File: config.mk
export PLATFORM = sky130hd
export DESIGN_NAME = gpio_edge_irq
export DESIGN_NICKNAME = d
export VERILOG_FILES = /design/src/rtl/gpio_eirq_pkg.sv /design/src/rtl/gpio_eirq_setclr.sv /design/src/rtl/gpio_eirq_edge.sv /design/src/rtl/gpio_eirq_status.sv /design/src/rtl/gpio_eirq_bank.sv /design/src/rtl/gpio_edge_irq.sv
export SDC_FILE = /design/constraint.sdc
export NUM_CORES = 1
export LEC_CHECK = 0
export ABC_AREA = 1
export CAP_MARGIN = 20
export CELL_PAD_IN_SITES_DETAIL_PLACEMENT = 2
export CELL_PAD_IN_SITES_GLOBAL_PLACEMENT = 2
export CORE_UTILIZATION = 30
export DETAILED_ROUTE_END_ITERATION = 16
export PLACE_DENSITY_LB_ADDON = 0.1
export SYNTH_ARGS = -nofsm -noshare
export SYNTH_HDL_FRONTEND = slang
export SYNTH_SLANG_ARGS = --single-unit
File: constraint.sdc
create_clock -name clk -period 1.8 [get_ports clk]
set_input_delay 0.54 -clock clk [delete_from_list [all_inputs] [get_ports clk]]
set_output_delay 0.54 -clock clk [all_outputs]
set_load 0.005 [all_outputs]
File: src/rtl/gpio_eirq_pkg.sv
package gpio_eirq_pkg;
   // Next value of a set/clear register: clear has priority over set.
   function automatic logic [31:0] setclr_next(input logic [31:0] q,
                                               input logic [31:0] set_m,
                                               input logic [31:0] clr_m);
      return (q | set_m) & ~clr_m;
   endfunction
endpackage

File: src/rtl/gpio_eirq_setclr.sv
module gpio_eirq_setclr #(
   parameter int W = 32
) (
   input  logic         clk,
   input  logic         rst_n,
   input  logic         set_wr,
   input  logic         clr_wr,
   input  logic [W-1:0] wdata,
   output logic [W-1:0] q
);
   import gpio_eirq_pkg::*;
   logic [31:0] set_m, clr_m, nxt;

   always_comb begin
      set_m = '0;
      clr_m = '0;
      if (set_wr) set_m[W-1:0] = wdata;
      if (clr_wr) clr_m[W-1:0] = wdata;
      nxt = setclr_next({{(32-W){1'b0}}, q}, set_m, clr_m);
   end

   always_ff @(posedge clk or negedge rst_n)
      if (!rst_n) q <= '0;
      else        q <= nxt[W-1:0];
endmodule

File: src/rtl/gpio_eirq_edge.sv
module gpio_eirq_edge #(
   parameter int W = 32
) (
   input  logic         clk,
   input  logic         rst_n,
   input  logic [W-1:0] lvl,
   output logic [W-1:0] rise,
   output logic [W-1:0] fall
);
   logic [W-1:0] lvl_d;

   always_ff @(posedge clk or negedge rst_n)
      if (!rst_n) lvl_d <= '0;
      else        lvl_d <= lvl;

   assign rise = lvl & ~lvl_d;
   assign fall = ~lvl & lvl_d;
endmodule

File: src/rtl/gpio_eirq_status.sv
module gpio_eirq_status #(
   parameter int W = 32
) (
   input  logic         clk,
   input  logic         rst_n,
   input  logic [W-1:0] hit,
   input  logic         clr_wr,
   input  logic [W-1:0] wdata,
   output logic [W-1:0] q
);
   logic [W-1:0] clr_m;
   assign clr_m = clr_wr ? wdata : '0;

   // A new hit overrides a clear in the same cycle.
   always_ff @(posedge clk or negedge rst_n)
      if (!rst_n) q <= '0;
      else        q <= (q & ~clr_m) | hit;
endmodule

File: src/rtl/gpio_eirq_bank.sv
module gpio_eirq_bank #(
   parameter int W      = 32,
   parameter int HALF_W = 16,
   localparam int NBANK = W / HALF_W
) (
   input  logic [W-1:0]     stat,
   input  logic [NBANK-1:0] en,
   output logic [NBANK-1:0] irq
);
   for (genvar b = 0; b < NBANK; b++) begin : g_bank
      assign irq[b] = en[b] & (|stat[b*HALF_W +: HALF_W]);
   end
endmodule

File: src/rtl/gpio_edge_irq.sv
module gpio_edge_irq #(
   parameter int PIN_W       = 32,
   parameter int HALF_W      = 16,
   parameter bit DIRECT_MODE = 1'b1,
   parameter int DIRECT_N    = 8,
   localparam int NBANK      = PIN_W / HALF_W
) (
   input  logic                clk,
   input  logic                rst_n,
   input  logic [PIN_W-1:0]    pin_lvl,
   input  logic [PIN_W-1:0]    wr_data,
   input  logic                rise_set_wr,
   input  logic                rise_clr_wr,
   input  logic                fall_set_wr,
   input  logic                fall_clr_wr,
   input  logic                stat_clr_wr,
   input  logic                bank_en_wr,
   output logic [PIN_W-1:0]    rise_en,
   output logic [PIN_W-1:0]    fall_en,
   output logic [PIN_W-1:0]    irq_stat,
   output logic [NBANK-1:0]    bank_en,
   output logic [NBANK-1:0]    bank_irq,
   output logic [DIRECT_N-1:0] pin_irq
);
   if (PIN_W > 32 || PIN_W % HALF_W != 0) begin : g_bad_w
      $error("PIN_W must be a multiple of HALF_W and at most 32");
   end
   if (DIRECT_N < 1 || DIRECT_N > PIN_W) begin : g_bad_n
      $error("DIRECT_N must lie in 1..PIN_W");
   end

   logic [PIN_W-1:0] rise, fall, hit;

   gpio_eirq_edge #(.W(PIN_W)) u_edge (
      .clk(clk), .rst_n(rst_n), .lvl(pin_lvl), .rise(rise), .fall(fall));

   gpio_eirq_setclr #(.W(PIN_W)) u_rise_en (
      .clk(clk), .rst_n(rst_n), .set_wr(rise_set_wr), .clr_wr(rise_clr_wr),
      .wdata(wr_data), .q(rise_en));

   gpio_eirq_setclr #(.W(PIN_W)) u_fall_en (
      .clk(clk), .rst_n(rst_n), .set_wr(fall_set_wr), .clr_wr(fall_clr_wr),
      .wdata(wr_data), .q(fall_en));

   assign hit = (rise & rise_en) | (fall & fall_en);

   gpio_eirq_status #(.W(PIN_W)) u_stat (
      .clk(clk), .rst_n(rst_n), .hit(hit), .clr_wr(stat_clr_wr),
      .wdata(wr_data), .q(irq_stat));

   always_ff @(posedge clk or negedge rst_n)
      if (!rst_n)          bank_en <= '0;
      else if (bank_en_wr) bank_en <= wr_data[NBANK-1:0];

   gpio_eirq_bank #(.W(PIN_W), .HALF_W(HALF_W)) u_bank (
      .stat(irq_stat), .en(bank_en), .irq(bank_irq));

   if (DIRECT_MODE) begin : g_direct
      always_ff @(posedge clk or negedge rst_n)
         if (!rst_n) pin_irq <= '0;
         else        pin_irq <= hit[DIRECT_N-1:0];
   end else begin : g_no_direct
      assign pin_irq = '0;
   end
endmodule

After elaboration in Yosys (flattened, before gate mapping) --
Index checks and enable logic that the tools add are counted.
Cells by class: mux-type cells 5, bitwise operators 18, reductions and logical operators 2
Operators with widths (count):
- 32-bit bitwise AND | 7
- 32-bit two-way mux | 5
- 32-bit NOT | 5
- 32-bit OR | 4
- 16-bit OR reduction | 2
- 1-bit bitwise AND | 2
Storage, ports and cells: bits in registers 138, bits of input ports 72, output and inout port bits 108, logic and storage cells 31

Longest topological paths before layout --
word-level depth 5, depth in mapped cells 5, gate-level depth less buffers 4

By module --
From an unflattened synthesis, not the netlist that was laid out.
Second synthesis, totals: cells, all modules 928, area, all modules 6496.2 um^2
By module, submodules not included:
- gpio_eirq_setclr | instances 2, cells each 230, area an instance 1570.3 um^2, sequential area each 800.8 um^2
- gpio_eirq_status | instances 1, cells each 163, area an instance 1315.0 um^2, sequential area each 800.8 um^2
- gpio_eirq_edge | instances 1, cells each 160, area an instance 1281.2 um^2, sequential area each 800.8 um^2
- gpio_edge_irq | instances 1, cells each 113, area an instance 636.9 um^2, sequential area each 250.2 um^2
- gpio_eirq_bank | instances 1, cells each 32, area an instance 122.6 um^2, sequential area each 0.0 um^2

Worst setup path after synthesis --
OpenSTA, ideal clock, no wires.
path type register to output, start register u_stat.q[25], end output bank_irq[1], arrival 0.700 ns, data required time 1.260 ns, path slack 0.560 ns, cell stages (with the launch flop) 5, buffers on the path 0, cell sequence dfrtp_1 > nor2_1 > nand2_1 > nor2_1 > a21oi_1
On the way: cells in the longest elaborated chain, start to end 2
Ends and longest elaborated chain:
- start, declared | line gpio_eirq_status.sv:9 | output logic [W-1:0] q
- start signal, assigned | line gpio_eirq_status.sv:17 | else q <= (q & ~clr_m) | hit;
- 16-bit OR reduction | line gpio_eirq_bank.sv:11 | assign irq[b] = en[b] & (|stat[b*HALF_W +: HALF_W]);
- 1-bit bitwise AND | line gpio_eirq_bank.sv:11
- end, declared | line gpio_edge_irq.sv:22 | output logic [NBANK-1:0] bank_irq,
Every way passes these cells.

Final worst setup path --
start register u_stat.q[14], end output bank_irq[0]
The elaborated chain is that of the path after synthesis.

==> impl_metrics.env <==
export IMPL_hp_start="u_edge.lvl_d[18]$_DFF_PN0_"
export IMPL_portBuffers=179
export IMPL_synthMuxAreaShare_pct=0
export IMPL_grt_overflow_total=0
export IMPL_fmax_mhz=520.7
export IMPL_clkSinkCount=138
export IMPL_outcome="complete, but fails checks"
export IMPL_stdcell_area_um2=9012
export IMPL_critPathArrivalTime_ns=1.38
export IMPL_vdd_drop_max_uv=680.7
export IMPL_synth_fa_ha_area_share_pct=0
export IMPL_firstDrtPassIters=4
export IMPL_path_cells="nor2_2, nand2_1, nor2_1, a21oi_1, buf_2"
export IMPL_io_pins=180
export IMPL_critPathCaptureType="primary output"
export IMPL_rows=50
export IMPL_routed_via_density=4.878
export IMPL_layout_common_cells="138 x dfrtp_1, 130 x inv_1, 91 x dlygate4sd2_1, 83 x o21ai_1, 70 x clkdlybuf4s50_1"
export IMPL_critPathLaunch="u_stat.q[14]$_DFF_PN0_"
export IMPL_drive_gt1_share_pct=16.03
export IMPL_drc_errors=0
export IMPL_maxSlewViolCount=0
export IMPL_netlist_instances=592
export IMPL_initial_core_util_pct=30.71
export IMPL_critPathBufInv=1
export IMPL_ys_ff_latch=138
export IMPL_clockRootBuffer="clkbuf_16"
export IMPL_critPathSlowestCell="dfrtp_1"
export IMPL_nNetsFinal=927
export IMPL_preCtsSetupSlack_ns=-0.04999
export IMPL_synth_simple_area_share_pct=8.509
export IMPL_ys_warn_count=0
export IMPL_cts_tree="built"
export IMPL_cp_max_fo=2
export IMPL_holdWs_ns=0.4887
export IMPL_maxCapViolCount=0
export IMPL_p_clk_share_pct=40.5
export IMPL_cts_clk_slew_worst_paths_ns=0.06
export IMPL_reg2reg_from="u_stat.q[1]$_DFF_PN0_"
export IMPL_dieArea_um2=19770
export IMPL_hold_path_class="register to register"
export IMPL_diodes=0
export IMPL_clock_latency_ns=0.43
export IMPL_place_area_um2=8089
export IMPL_mostFrequentLayoutCell="dfrtp_1"
export IMPL_critPathLaunchType="register"
export IMPL_p_leak_nw=4.631
export IMPL_p_comb_share_pct=20.9
export IMPL_grt_pass1_wl_um=34990
export IMPL_finalHoldViolCount=0
export IMPL_rsz0062_at_grt="yes"
export IMPL_cp_top_family="flip-flops"
export IMPL_synth_distinct_cells=16
export IMPL_numCtsBuffers=17
export IMPL_fillers=2035
export IMPL_relSlewSlack_pct=80.15
export IMPL_worst_ep_required_time_ns=1.26
export IMPL_syn_cell_area_um2=5764
export IMPL_timing_final_crit_share_pct=106.7
export IMPL_grtUsageTotal_pct=23.56
export IMPL_power_switching_w=0.002592
export IMPL_period_needed_ns=1.920
export IMPL_final_setup_tns_ns=-0.2399
export IMPL_crit_type="register to primary output"
export IMPL_synth_xor_area_share_pct=0
export IMPL_synth_edff_count=0
export IMPL_p_int_w=0.007052
export IMPL_grt_max_degree=40
export IMPL_vias=5371
export IMPL_critPathMaxStageDelay_ns=0.40
export IMPL_synth_top_family_by_area="compound AO/OA/AOI/OAI gates"
export IMPL_worst_pin_slew_ns=0.2977
export IMPL_dieHeight_um=140.6
export IMPL_finalPower_w=0.009644
export IMPL_clockBufferDepth=2
export IMPL_place_congestion=0.7686
export IMPL_async_flop_share_pct=100.0
export IMPL_worst_slack_ns=-0.1205
export IMPL_synth_area_per_cell_um2=9.737
export IMPL_grt_pass1_vias=6244
export IMPL_synth_compound_area_share_pct=20.64
export IMPL_antenna_found_initial=0
export IMPL_wire_per_inst_um=20.32
export IMPL_coreArea_um2=18770
export IMPL_die_w_um=140.6
export IMPL_sw_frac_of_total_pct=26.88
export IMPL_drtIter0Drc=180
export IMPL_ys_flop_type="dfrtp_1"
export IMPL_seqPwrFrac_pct=38.5
export IMPL_syn_num_nets=664
export IMPL_p_per_area_nw_per_um2=1070
export IMPL_violations="negative setup slack"
export IMPL_drt_wl_total_um=22380
export IMPL_skew_ns=0.007340
export IMPL_syn_to_final_growth_pct=56.35
export IMPL_yosysSeqAreaShare_pct=59.91
export IMPL_ant_nets=0
export IMPL_htreeDepth=4
export IMPL_dp_final_hpwl_um=14260
export IMPL_final_setup_viol_count=2
worst paths after layout:
kind | end | cells after the start | slack, ns
worst max register to register | u_stat.q[1]$_DFF_PN0_ | 4 | 0.80
worst max-delay path | bank_irq[0] | 5 | -0.12
min in group asynchronous | u_edge.lvl_d[7]$_DFF_PN0_ | 2 | 0.52
worst min register to register | u_stat.q[18]$_DFF_PN0_ | 1 | 0.49
worst min-delay path | u_stat.q[18]$_DFF_PN0_ | 1 | 0.49
max in group asynchronous | u_rise_en.q[10]$_DFF_PN0_ | 3 | 0.70
Yosys cell counts, types with 3 or more instances:
| library cell | n | area [um2] |
|---|---|---|
| o21bai_1 | 63 | 473.0 |
| dfrtp_1 | 138 | 3453 |
| o21ai_1 | 83 | 415.4 |
| inv_2 | 3 | 11.26 |
| nor2_1 | 28 | 105.1 |
| nand2_1 | 52 | 195.2 |
| buf_2 | 6 | 30.03 |
| o21ai_0 | 9 | 45.04 |
| nand3_1 | 38 | 190.2 |
| o21ai_2 | 6 | 52.55 |
| buf_6 | 9 | 101.4 |
| o211ai_1 | 22 | 165.2 |
| inv_1 | 130 | 488.0 |
metal layers:
metal | track usage [%] | part of all wire, % | vias up
met5 | 0 | 0 | -
met4 | 7.551 | 2.0 | 0
met3 | 5.978 | 4.3 | 36
met2 | 43.23 | 54 | 141
met1 | 26.61 | 40 | 2754
li1 | - | - | 2440
timing repair:
action | CTS | global route
pin swaps | 8 | 8
hold buffers | 1 | 0
setup buffers | 42 | 6
resized for setup | 117 | 29
endpoints found under the setup margin | 105 | 16
hold endpoints to repair | 13 | 0
metrics by stage:
| stage | cells | util (%) |
|---|---|---|
| after global placement | 1021 | 43.10 |
| after detailed placement | 1021 | 43.10 |
| after global routing | 1101 | 48.02 |
| after floorplan | 592 | - |
| final | 1101 | 48.02 |
| after CTS | 1095 | 47.65 |
sequential cells by signal, summed over array words and instances (netlist names):
name and count:
u_rise_en.q 32, u_fall_en.q 32, pin_irq 8, bank_en 2, u_stat.q 32, u_edge.lvl_d 32
power groups by stage:
| stage | sequential [W] | clock, W | combinational [W] |
|---|---|---|---|
| global placement | 0.00375 | 0 | 0.00190 |
| CTS | 0.00371 | 0.00400 | 0.00198 |
| detailed placement | 0.00379 | 0 | 0.00197 |
| global route | 0.00376 | 0.00411 | 0.00221 |
| floorplan | 0.00377 | 0 | 0.000593 |
| finish | 0.00372 | 0.00391 | 0.00202 |
kinds of logic after synthesis:
group           after synthesis
simple gates                118
flops                       138
buf+inv                     148
compound gates              188
final cells by class:
type                    instances  area, um2  area share, %
multi-input cells             306       1714          19.02
clock buffers                  19      452.9          5.026
clock inverters                12      196.4          2.180
repair buffers                259       2404          26.67
inverters                     133      499.2          5.539
flip-flops and latches        138       3453          38.32
well taps                     234      292.8          3.249
Note: power is estimated with default switching activity, not from simulation.
